===== config.mk =====
export PLATFORM = sky130hd
export DESIGN_NAME = uart_rx_flow_ctrl
export DESIGN_NICKNAME = d
export VERILOG_FILES = /design/src/rtl/uart_fc_pkg.sv /design/src/rtl/fc_ctrl_reg.sv /design/src/rtl/fc_rts_gen.sv /design/src/rtl/fc_cts_irq.sv /design/src/rtl/uart_rx_flow_ctrl.sv
export SDC_FILE = /design/constraint.sdc
export NUM_CORES = 1
export LEC_CHECK = 0
export ABC_CLOCK_PERIOD_IN_PS = 2600
export BUFFER_PORTS_ARGS = -buffer_cell sky130_fd_sc_hd__buf_4
export CELL_PAD_IN_SITES_DETAIL_PLACEMENT = 1
export CELL_PAD_IN_SITES_GLOBAL_PLACEMENT = 2
export CORE_ASPECT_RATIO = 0.75
export CORE_MARGIN = 8
export CORE_UTILIZATION = 24
export DETAILED_ROUTE_END_ITERATION = 8
export GPL_TIMING_DRIVEN = 0
export PLACE_DENSITY_LB_ADDON = 0.1
export SLEW_MARGIN = 20
export SYNTH_ARGS = -nofsm -noshare
export SYNTH_HDL_FRONTEND = slang
export SYNTH_SLANG_ARGS = --single-unit

===== constraint.sdc =====
create_clock -name clk -period 2.6 [get_ports clk]
set_clock_uncertainty 0.15 [all_clocks]
set_input_delay 0.13 -clock clk [delete_from_list [all_inputs] [get_ports clk]]
set_output_delay 0.13 -clock clk [all_outputs]
set_load 0.01 [all_outputs]

===== src/rtl/uart_fc_pkg.sv =====
package uart_fc_pkg;

   typedef struct packed {
      logic [2:0] trig;
      logic       afc;
      logic       ien;
      logic [1:0] rsvd;
      logic       rts_sw;
   } mcr_t;

   localparam int unsigned NUM_CODES = 8;

   // Threshold for a trigger code: code 0 = one below full,
   // code k = depth minus k eighths of the depth.
   function automatic int unsigned trig_level(input int unsigned code,
                                              input int unsigned depth);
      if (code == 0) return depth - 1;
      return depth - code * (depth / NUM_CODES);
   endfunction

endpackage


===== src/rtl/fc_ctrl_reg.sv =====
module fc_ctrl_reg
   import uart_fc_pkg::*;
#(
   parameter bit AUTO_SUPPORT = 1'b1
) (
   input  logic       clk,
   input  logic       rst_n,
   input  logic       wr_en,
   input  logic [7:0] wdata,
   output mcr_t       mcr_q
);

   logic afc_w;
   logic rsvd_unused;

   assign rsvd_unused = ^wdata[2:1];

   generate
      if (AUTO_SUPPORT) begin : g_auto
         assign afc_w = wdata[4];
      end else begin : g_noauto
         logic afc_unused;
         assign afc_unused = wdata[4];
         assign afc_w      = 1'b0;
      end
   endgenerate

   always_ff @(posedge clk or negedge rst_n) begin
      if (!rst_n) begin
         mcr_q <= '0;
      end else if (wr_en) begin
         mcr_q.trig   <= wdata[7:5];
         mcr_q.afc    <= afc_w;
         mcr_q.ien    <= wdata[3];
         mcr_q.rsvd   <= 2'b00;
         mcr_q.rts_sw <= wdata[0];
      end
   end

endmodule


===== src/rtl/fc_rts_gen.sv =====
module fc_rts_gen
   import uart_fc_pkg::*;
#(
   parameter int unsigned FIFO_DEPTH = 64,
   parameter int unsigned CNT_W      = $clog2(FIFO_DEPTH + 1)
) (
   input  logic             clk,
   input  logic             rst_n,
   input  logic [2:0]       trig,
   input  logic             afc,
   input  logic             rts_sw,
   input  logic [CNT_W-1:0] rx_fill,
   output logic             rts_n
);

   logic [CNT_W-1:0] thr_tab [NUM_CODES];
   logic             level_hit;
   logic             rts_n_d;

   generate
      for (genvar g = 0; g < NUM_CODES; g++) begin : g_thr
         assign thr_tab[g] = CNT_W'(trig_level(g, FIFO_DEPTH));
      end
   endgenerate

   assign level_hit = (rx_fill >= thr_tab[trig]);

   always_comb begin
      if (afc) rts_n_d = level_hit;
      else     rts_n_d = ~rts_sw;
   end

   always_ff @(posedge clk or negedge rst_n) begin
      if (!rst_n) rts_n <= 1'b1;
      else        rts_n <= rts_n_d;
   end

endmodule


===== src/rtl/fc_cts_irq.sv =====
module fc_cts_irq (
   input  logic clk,
   input  logic rst_n,
   input  logic cts_n,
   input  logic ien,
   input  logic clr,
   output logic irq
);

   logic cts_q;
   logic change;

   assign change = (cts_n != cts_q);

   always_ff @(posedge clk or negedge rst_n) begin
      if (!rst_n) begin
         cts_q <= 1'b1;
         irq   <= 1'b0;
      end else begin
         cts_q <= cts_n;
         if (change && ien) irq <= 1'b1;   // new event wins over clear
         else if (clr)      irq <= 1'b0;
      end
   end

endmodule


===== src/rtl/uart_rx_flow_ctrl.sv =====
module uart_rx_flow_ctrl
   import uart_fc_pkg::*;
#(
   parameter int unsigned FIFO_DEPTH   = 64,
   parameter bit          AUTO_SUPPORT = 1'b1
) (
   input  logic                                clk,
   input  logic                                rst_n,
   input  logic                                reg_wr_en,
   input  logic [7:0]                          reg_wdata,
   output logic [7:0]                          reg_rdata,
   input  logic [$clog2(FIFO_DEPTH + 1)-1:0]   rx_fill,
   input  logic                                cts_n_sync,
   input  logic                                irq_clr,
   output logic                                rts_n,
   output logic                                modem_irq_en,
   output logic                                modem_irq
);

   localparam int unsigned CNT_W = $clog2(FIFO_DEPTH + 1);

   generate
      if ((FIFO_DEPTH % NUM_CODES) != 0 || FIFO_DEPTH < 16) begin : g_bad_depth
         $error("FIFO_DEPTH must be a multiple of 8 and at least 16");
      end
   endgenerate

   mcr_t mcr_q;

   fc_ctrl_reg #(
      .AUTO_SUPPORT (AUTO_SUPPORT)
   ) u_reg (
      .clk   (clk),
      .rst_n (rst_n),
      .wr_en (reg_wr_en),
      .wdata (reg_wdata),
      .mcr_q (mcr_q)
   );

   fc_rts_gen #(
      .FIFO_DEPTH (FIFO_DEPTH),
      .CNT_W      (CNT_W)
   ) u_rts (
      .clk     (clk),
      .rst_n   (rst_n),
      .trig    (mcr_q.trig),
      .afc     (mcr_q.afc),
      .rts_sw  (mcr_q.rts_sw),
      .rx_fill (rx_fill),
      .rts_n   (rts_n)
   );

   fc_cts_irq u_irq (
      .clk   (clk),
      .rst_n (rst_n),
      .cts_n (cts_n_sync),
      .ien   (mcr_q.ien),
      .clr   (irq_clr),
      .irq   (modem_irq)
   );

   assign reg_rdata    = {mcr_q.trig, mcr_q.afc, mcr_q.ien, 2'b00, mcr_q.rts_sw};
   assign modem_irq_en = mcr_q.ien;

endmodule


==> results of run 1 <==
[through the flow]
stage | total power (W) | hold slack (ps) | instances | setup slack, ps | utilization (%)
final | 0.000411 | 22.6 | 131 | 515 | 40.6
after global routing | 0.000451 | 28.1 | 131 | 321 | 40.6
after CTS | 0.000426 | 13.8 | 131 | 458 | 40.6
after detailed placement | 0.000300 | -187 | 118 | 478 | 35.6
after global placement | 0.000298 | -188 | 118 | 447 | 35.6
after floorplan | 0.000238 | -316 | 59 | 632 | -
[sequential cells by signal (all words and copies together) (netlist names)]
name / flops
u_reg.mcr_q: 6
u_rts.rts_n: 1
u_irq.cts_q: 1
u_irq.irq: 1
[worst min-delay path, stage by stage]
cell and delay [ps]:
buf_4 90, a2111oi_2 30, o2bb2ai_1 140
[worst min path at each step]
stage	end	startpoint	slack [ps]
2_1_floorplan	u_irq.irq	rst_n	-320
3_3_place_gp	u_reg.mcr_q[0]	rst_n	-190
3_5_place_dp	u_reg.mcr_q[0]	rst_n	-190
4_1_cts	u_rts.rts_n	rx_fill[6]	10
5_1_grt	u_rts.rts_n	rx_fill[6]	30
6_report	u_rts.rts_n	rx_fill[6]	20
[metal layers]
layer | global-route usage [%] | up-vias | part of all wire [%]
li1 | - | 263 | -
met1 | 8.09 | 241 | 44
met2 | 11.1 | 18 | 43
met3 | 5.91 | 2 | 12
met4 | 3.40 | 0 | 1.1
met5 | 0 | - | 0
[area by class of cell]
type,instances,area (um^2),share of cell area [%]
Timing Repair Buffer,34,278,29.4
Clock buffer,4,26.3,2.78
Tap cell,34,42.5,4.50
Buffer,6,42.5,4.50
Multi-Input combinational cell,37,302,31.9
Inverter,7,26.3,2.78
Sequential cell,9,228,24.1
[cells by family (layout without fill, tap and decap cells)]
logic type      Yosys count  count (layout)  synth area share (%)
compound gates            9               9                  10.3
xor+xnor                  1               1                  1.47
buf+inv                  13              51                  11.6
fa+ha+maj                 9               9                  18.9
mux                       5               5                  9.26
simple gates             11              11                  9.47
other cells               1               2                 0.631
flops                     9               9                  38.3
[placed cells by master, fill, tap and decap left out, drive strengths merged, types with 3 or more instances in the layout]
| cell type | n |
|---|---|
| nand2 | 5 |
| ha | 9 |
| inv | 7 |
| dlygate4sd3 | 9 |
| nor2b | 3 |
| buf | 31 |
| clkbuf | 4 |
| o21ai | 5 |
| mux2 | 4 |
| dfrtp | 7 |
[timing repair]
item / CTS / global route
buffers inserted: 0 / 0
endpoints found under the setup margin: 0 / 0
hold endpoints to repair: 17 / 0
gates resized for setup: 0 / 0
hold buffers: 9 / 0
[cells in the mapped netlist (all sizes together), types with 2 or more instances]
master,count
buf,6
dfrtp,7
dfstp,2
ha,9
inv,7
mux2,4
nand2,5
nor2b,3
o21ai,5
[power breakdown]
part / internal, W / leakage, nW / switching, W
Combinational: 0.0000799 / 0.368 / 0.0000558
Clock: 0.0000591 / 0.0150 / 0.0000482
Sequential: 0.000157 / 0.105 / 0.0000112
==> key figures, run 1 <==
Run status
  • Status: finished clean

STA
  • Highest clock rate: 0.480 GHz
  • Fin. Hold Viols: 0
  • Setup tns final: 0 ps
  • Fin crit period: 2090 ps
  • RSZ-0062 raised after global routing: false
  • Final setup vio count: 0
  • Ratio of final minimum period to clock period: 80.2%
  • Fin. max-slew vios: 0

Logic synthesis
  • Area contributors post-synth: dfrtp_1 (29%), ha_1 (19%), dfstp_2 (8.8%)
  • Post-Syn Instances: 58
  • Synth area leader: dfrtp_1
  • Syn Area/Cell: 10.2 um^2
  • Mapped Area: 594 um^2
  • Unique cell type count in the Yosys netlist: 21
  • Area share of the largest cell type after synthesis: 29.5%
  • Asr flop ratio synth: 100%
  • Sequential area share after synthesis: 38.3%
  • Top FF cell, synth: dfrtp_1
  • Synth Warn #: 0
  • Number of synthesized flops with an enable pin: 0
  • Synth Register Bits: 9

Floorplan
  • Die width: 73.5 um
  • Initial core utilization: 25.5%
  • Core Area: 2330 um^2
  • I/O pins: 31
  • Die span in y: 59.1 um
  • Std-Cell Rows: 15
  • Die ar.: 4340 um^2

Drt
  • Post-DR vias/cell: 4.00
  • Vias: 524
  • Post-Route WL: 1440 um
  • DRT iter0 DRCs: 4
  • DR DRC count: 0
  • Antenna viol nets, final: 0
  • Drt wl/cell: 11.0 um
  • Detailed Routing Iterations Pass 1: 2

Setup path
  • Crit path launch: u_reg.mcr_q[5]
  • Reg2reg path depth: 7
  • Buffers plus inverters on the worst setup path: 1
  • WP depth: 7
  • Critical path's top delay family: compound AO/OA/AOI/OAI gates
  • Worst-path cell chain: inv_1 -> ha_1 -> mux2i_1 -> ha_1 -> a21o_1 -> a2111oi_2 -> o2bb2ai_1
  • Reg2reg start: u_reg.mcr_q[5]
  • WS Path Type: flop to flop
  • Slowest-stage cell, CP: dfrtp_1
  • Endpoint type of the worst setup path: flop
  • WP data required: 2630 ps
  • Worst reg2reg path endpoint: u_rts.rts_n
  • Worst EP arrival: 2120 ps
  • Most frequent CP cell: ha_1
  • CP Launch Type: flop
  • CP max FO: 4
  • Largest stage delay, worst path: 390 ps
  • Reg2reg setup slack: 510 ps
  • Critical Path Sink: u_rts.rts_n

Clock network
  • Num CTS Buffers: 3
  • Root buffer cell: clkbuf_4
  • Clk sink count: 9
  • Clk_lat worst skew: 260 ps
  • CTS tree: done
  • Clk buf depth: 2
  • Clock transition at the registers of the reported paths: 60 ps
  • H-tree lvl count: 1

Finish
  • Final Instance Area: 945 um^2
  • Final net count: 127
  • P&R area growth vs syn: 58.9%
  • Layout cells sized above 1: 41.2%
  • Ant diodes: 0
  • Filler cells: 285

Global routing
  • Overflow after GRT: 0
  • Total GRT Usage: 7.68%
  • Largest net degree at the start of global routing: 10
  • First-pass GRT wire length: 2500 um
  • Vias in the first global route: 563
  • Initial antenna violation count: 0

Power and ir drop
  • Leak: 0.487 nW
  • Max IR drop VDD: 0.187 mV
  • Power Dens Cells: 435 nW/um^2

Job
  • Max Cap Viol: 0

Worst hold path
  • Hold path depth: 3
  • Worst hold-check path type: primary input to flop

Place
  • Gpl congestion: 0.665
  • DP Wirelength: 1210 um
  • DP Area: 828 um^2
  • IO Port Bufs: 25
Power figures use the tool's default switching activity.
==> run 2: changes to the inputs <==
Settings changed: ABC_CLOCK_PERIOD_IN_PS 2600 to 2080.
Clock period 2.6 ns to 2.08 ns, I/O delays scaled along.
==> key figures, run 2 (synthesis gave the netlist of run 1 again) <==
Run status
  • Status: finished clean

Global routing
  • Initial antenna violation count: 0
  • Total GRT Usage: 7.96%
  • First-pass GRT wire length: 2590 um
  • Vias in the first global route: 587
  • Overflow after GRT: 0
  • Largest net degree at the start of global routing: 10

Clock network
  • Root buffer cell: clkbuf_4
  • CTS tree: done
  • Clk_lat worst skew: 260 ps
  • Clk buf depth: 2
  • H-tree lvl count: 1
  • Clock transition at the registers of the reported paths: 60 ps
  • Num CTS Buffers: 3
  • Clk sink count: 9

Drt
  • DR DRC count: 0
  • Post-DR vias/cell: 4.01
  • Vias: 546
  • Detailed Routing Iterations Pass 1: 2
  • Antenna viol nets, final: 0
  • DRT iter0 DRCs: 3
  • Drt wl/cell: 11.4 um
  • Post-Route WL: 1550 um

Setup path
  • Largest stage delay, worst path: 400 ps
  • Reg2reg path depth: 7
  • Endpoint type of the worst setup path: flop
  • Critical path's top delay family: compound AO/OA/AOI/OAI gates
  • Slowest-stage cell, CP: dfrtp_1
  • Worst-path cell chain: inv_2 -> ha_4 -> mux2i_2 -> ha_1 -> a21o_1 -> a2111oi_4 -> o2bb2ai_1
  • WS Path Type: flop to flop
  • WP data required: 2110 ps
  • Worst EP arrival: 2010 ps
  • WP depth: 7
  • Buffers plus inverters on the worst setup path: 1
  • CP max FO: 4
  • CP Launch Type: flop

STA
  • RSZ-0062 raised after global routing: false
  • Fin. max-slew vios: 0
  • Setup ws final: 103 ps
  • Final setup vio count: 0
  • Fin crit period: 1980 ps
  • Ratio of final minimum period to clock period: 95.1%
  • Highest clock rate: 0.506 GHz
  • Setup tns final: 0 ps
  • Fin. Hold Viols: 0

Power and ir drop
  • Leak: 0.512 nW
  • Power Dens Cells: 538 nW/um^2
  • Pwr Total: 0.000547 W
  • Max IR drop VDD: 0.235 mV

Job
  • Max Cap Viol: 0

Floorplan
  • Die ar.: 4340 um^2
  • Initial core utilization: 25.5%
  • Die span in y: 59.1 um
  • Std-Cell Rows: 15
  • Die width: 73.5 um
  • I/O pins: 31
  • Core Area: 2330 um^2

Place
  • IO Port Bufs: 25
  • Gpl congestion: 0.665
  • DP Wirelength: 1210 um
  • Dpl ws: -41.6 ps
  • Placed Instances: 118

Finish
  • Number of flip-flops in the largest register: 6
  • Ant diodes: 0
  • Most common cell after layout, fill and taps aside: buf_4
  • P&R area growth vs syn: 71.2%
  • Layout cells sized above 1: 46.1%
  • Finished Layout Cells: 136
  • Final net count: 132
  • Most frequent cells in the layout: buf_4 (33), dlygate4sd3_1 (10), ha_1 (8), dfrtp_1 (7), inv_1 (6)
  • Reg with most FFs: u_reg.mcr_q
  • Filler cells: 279

Worst hold path
  • Hold path depth: 2
  • Worst hold-check path type: primary input to flop
## run 2: area by class of cell
class | count | area (um^2) | area share (%)
buffer | 6 | 42.5 | 4.18
clock buffer | 4 | 26.3 | 2.58
inverter | 7 | 26.3 | 2.58
multi-input combinational | 37 | 330 | 32.5
sequential | 9 | 228 | 22.4
tap | 34 | 42.5 | 4.18
timing repair buffer | 39 | 322 | 31.6
## run 2: worst register-to-register path, stage by stage (launching register included)
cell,delay [ps]
dfrtp_1,400
inv_2,110
ha_4,200
mux2i_2,160
ha_1,270
a21o_1,210
a2111oi_4,280
o2bb2ai_1,120
## run 2: what timing repair did
item	4_1_cts	5_1_grt
endpoints found under the hold margin	18	0
hold buffers	10	0
pin swaps	2	5
buffers inserted	4	0
gates resized for setup	1	4
endpoints found under the setup margin	1	1
## run 2: path summary, 6_finish.rpt
check	to	slack, ps	startpoint
setup / recovery	u_rts.rts_n	100	u_reg.mcr_q[5]
hold reg to reg	u_irq.irq	380	u_irq.irq
hold / removal	u_reg.mcr_q[6]	8	reg_wr_en
min in group asynchronous	u_reg.mcr_q[0]	60	rst_n
max in group asynchronous	u_irq.cts_q	1500	rst_n
setup reg to reg	u_rts.rts_n	100	u_reg.mcr_q[5]
## run 2: layer usage
layer	wire length, um	track usage (%)	up-vias
met2	678	11.6	18
met5	0	0	-
met4	16	3.40	0
met1	680	8.48	252
met3	173	5.91	2
li1	-	-	274
## run 2: power by group
group	internal [W]	switching, W	total (W)
clock	0.0000739	0.0000601	0.000134
sequential	0.000196	0.0000136	0.000210
combinational	0.000121	0.0000825	0.000203
## run 2: per-stage QoR
stage,cell area (um^2),utilization (%),hold slack [ps]
2_1_floorplan,598,-,-342
3_3_place_gp,828,35.6,-214
3_5_place_dp,828,35.6,-213
4_1_cts,985,42.3,17.9
5_1_grt,1020,43.7,23.7
6_report,1020,43.7,8.29
==> run 3: changes to the inputs <==
Settings changed: ABC_CLOCK_PERIOD_IN_PS 2080 to 2200.
Clock period 2.08 ns to 2.2 ns, I/O delays scaled along.
==> key figures, run 3 (synthesis gave the netlist of run 1 again) <==
Drt
  • Vias: 536
  • Drt wl/cell: 11.2 um
  • Detailed Routing Iterations Pass 1: 2
  • DRT iter0 DRCs: 3
  • Post-DR vias/cell: 4.00
  • Post-Route WL: 1500 um
  • DR DRC count: 0
  • Antenna viol nets, final: 0

Global routing
  • Largest net degree at the start of global routing: 10
  • Initial antenna violation count: 0
  • Overflow after GRT: 0
  • First-pass GRT wire length: 2530 um
  • Vias in the first global route: 566
  • Total GRT Usage: 7.79%

Setup path
  • CP Launch Type: flop
  • CP max FO: 4
  • WP data required: 2230 ps
  • Endpoint type of the worst setup path: flop
  • Worst EP arrival: 2110 ps
  • WS Path Type: flop to flop

Finish
  • Reg with most FFs: u_reg.mcr_q
  • Ant diodes: 0
  • Most common cell after layout, fill and taps aside: buf_4
  • Final Util: 42.2%
  • P&R area growth vs syn: 65.3%
  • Filler cells: 281
  • Number of flip-flops in the largest register: 6
  • Most frequent cells in the layout: buf_4 (32), dlygate4sd3_1 (10), ha_1 (9), dfrtp_1 (7), inv_1 (6)
  • Reg area: 228 um^2
  • Layout cells sized above 1: 43.0%
  • Final net count: 130
  • Finished Layout Cells: 134
  • Multi-input gate area: 314 um^2

Place
  • Gpl congestion: 0.665
  • Placed Instances: 118
  • DP Wirelength: 1210 um
  • IO Port Bufs: 25

Floorplan
  • Core Area: 2330 um^2
  • Die span in y: 59.1 um
  • I/O pins: 31
  • Std-Cell Rows: 15
  • Initial core utilization: 25.5%
  • Die width: 73.5 um
  • Die ar.: 4340 um^2

Clock network
  • Clk buf depth: 2
  • Clk_lat worst skew: 260 ps
  • Num CTS Buffers: 3
  • H-tree lvl count: 1
  • CTS tree: done
  • Clk sink count: 9
  • Root buffer cell: clkbuf_4
  • Clock transition at the registers of the reported paths: 60 ps

Run status
  • Status: finished clean

STA
  • Fin crit period: 2080 ps
  • Ratio of final minimum period to clock period: 94.8%
  • Fin. max-slew vios: 0
  • Setup tns final: 0 ps
  • Final setup vio count: 0
  • Highest clock rate: 0.480 GHz
  • Fin. Hold Viols: 0
  • Hold WS: 15.7 ps

Worst hold path
  • Worst hold-check path type: primary input to flop

Power and ir drop
  • Max IR drop VDD: 0.222 mV
  • Pwr Total: 0.000500 W
  • Power Dens Cells: 509 nW/um^2
  • Leak: 0.502 nW

Job
  • Max Cap Viol: 0
[run 3: area by class of cell]
cell class	instances	share of cell area (%)
inverters	7	2.68
repair buffers	37	30.8
flip-flops and latches	9	23.2
well taps	34	4.33
plain buffers	6	4.33
multi-input cells	37	32.0
clock buffers	4	2.68
[run 3: worst paths after layout]
| check | start | to | slack [ps] | cells after the start |
|---|---|---|---|---|
| hold / removal | reg_wr_en | u_reg.mcr_q[6] | 20 | 2 |
| min in group asynchronous | rst_n | u_reg.mcr_q[0] | 70 | 2 |
| max in group asynchronous | rst_n | u_irq.cts_q | 1620 | 2 |
| setup reg to reg | u_reg.mcr_q[5] | u_rts.rts_n | 120 | 7 |
| setup / recovery | u_reg.mcr_q[5] | u_rts.rts_n | 120 | 7 |
| hold reg to reg | u_irq.irq | u_irq.irq | 380 | 2 |
[run 3: per-stage QoR]
step | cell area (um^2) | setup WS (ps)
6_report | 982 | 115
3_5_place_dp | 828 | 78.4
4_1_cts | 955 | 57.8
3_3_place_gp | 828 | 46.5
2_1_floorplan | 598 | 232
5_1_grt | 982 | -6.36
[run 3: critical path: stages, from the launching register on]
cell and delay, ps:
dfrtp_1 380, inv_2 70, ha_1 280, mux2i_1 190
ha_1 280, a21o_1 190, a2111oi_4 340, o2bb2ai_1 120
[run 3: what timing repair did]
item / CTS / global route
endpoints found under the hold margin: 18 / 0
buffers inserted: 0 / 2
endpoints found under the setup margin: 0 / 1
hold buffers: 10 / 0
gates resized for setup: 0 / 2
[run 3: where the power goes]
group,internal (W),switching [W],leakage (nW)
clock,0.0000699,0.0000569,0.0150
combinational,0.000102,0.0000728,0.382
sequential,0.000186,0.0000128,0.105
[run 3: metal layers]
layer,vias up,part of all wire (%),track usage (%)
met5,-,0,0
li1,268,-,-
met2,18,43,11.3
met1,248,44,8.19
met4,0,1.1,3.40
met3,2,12,5.91
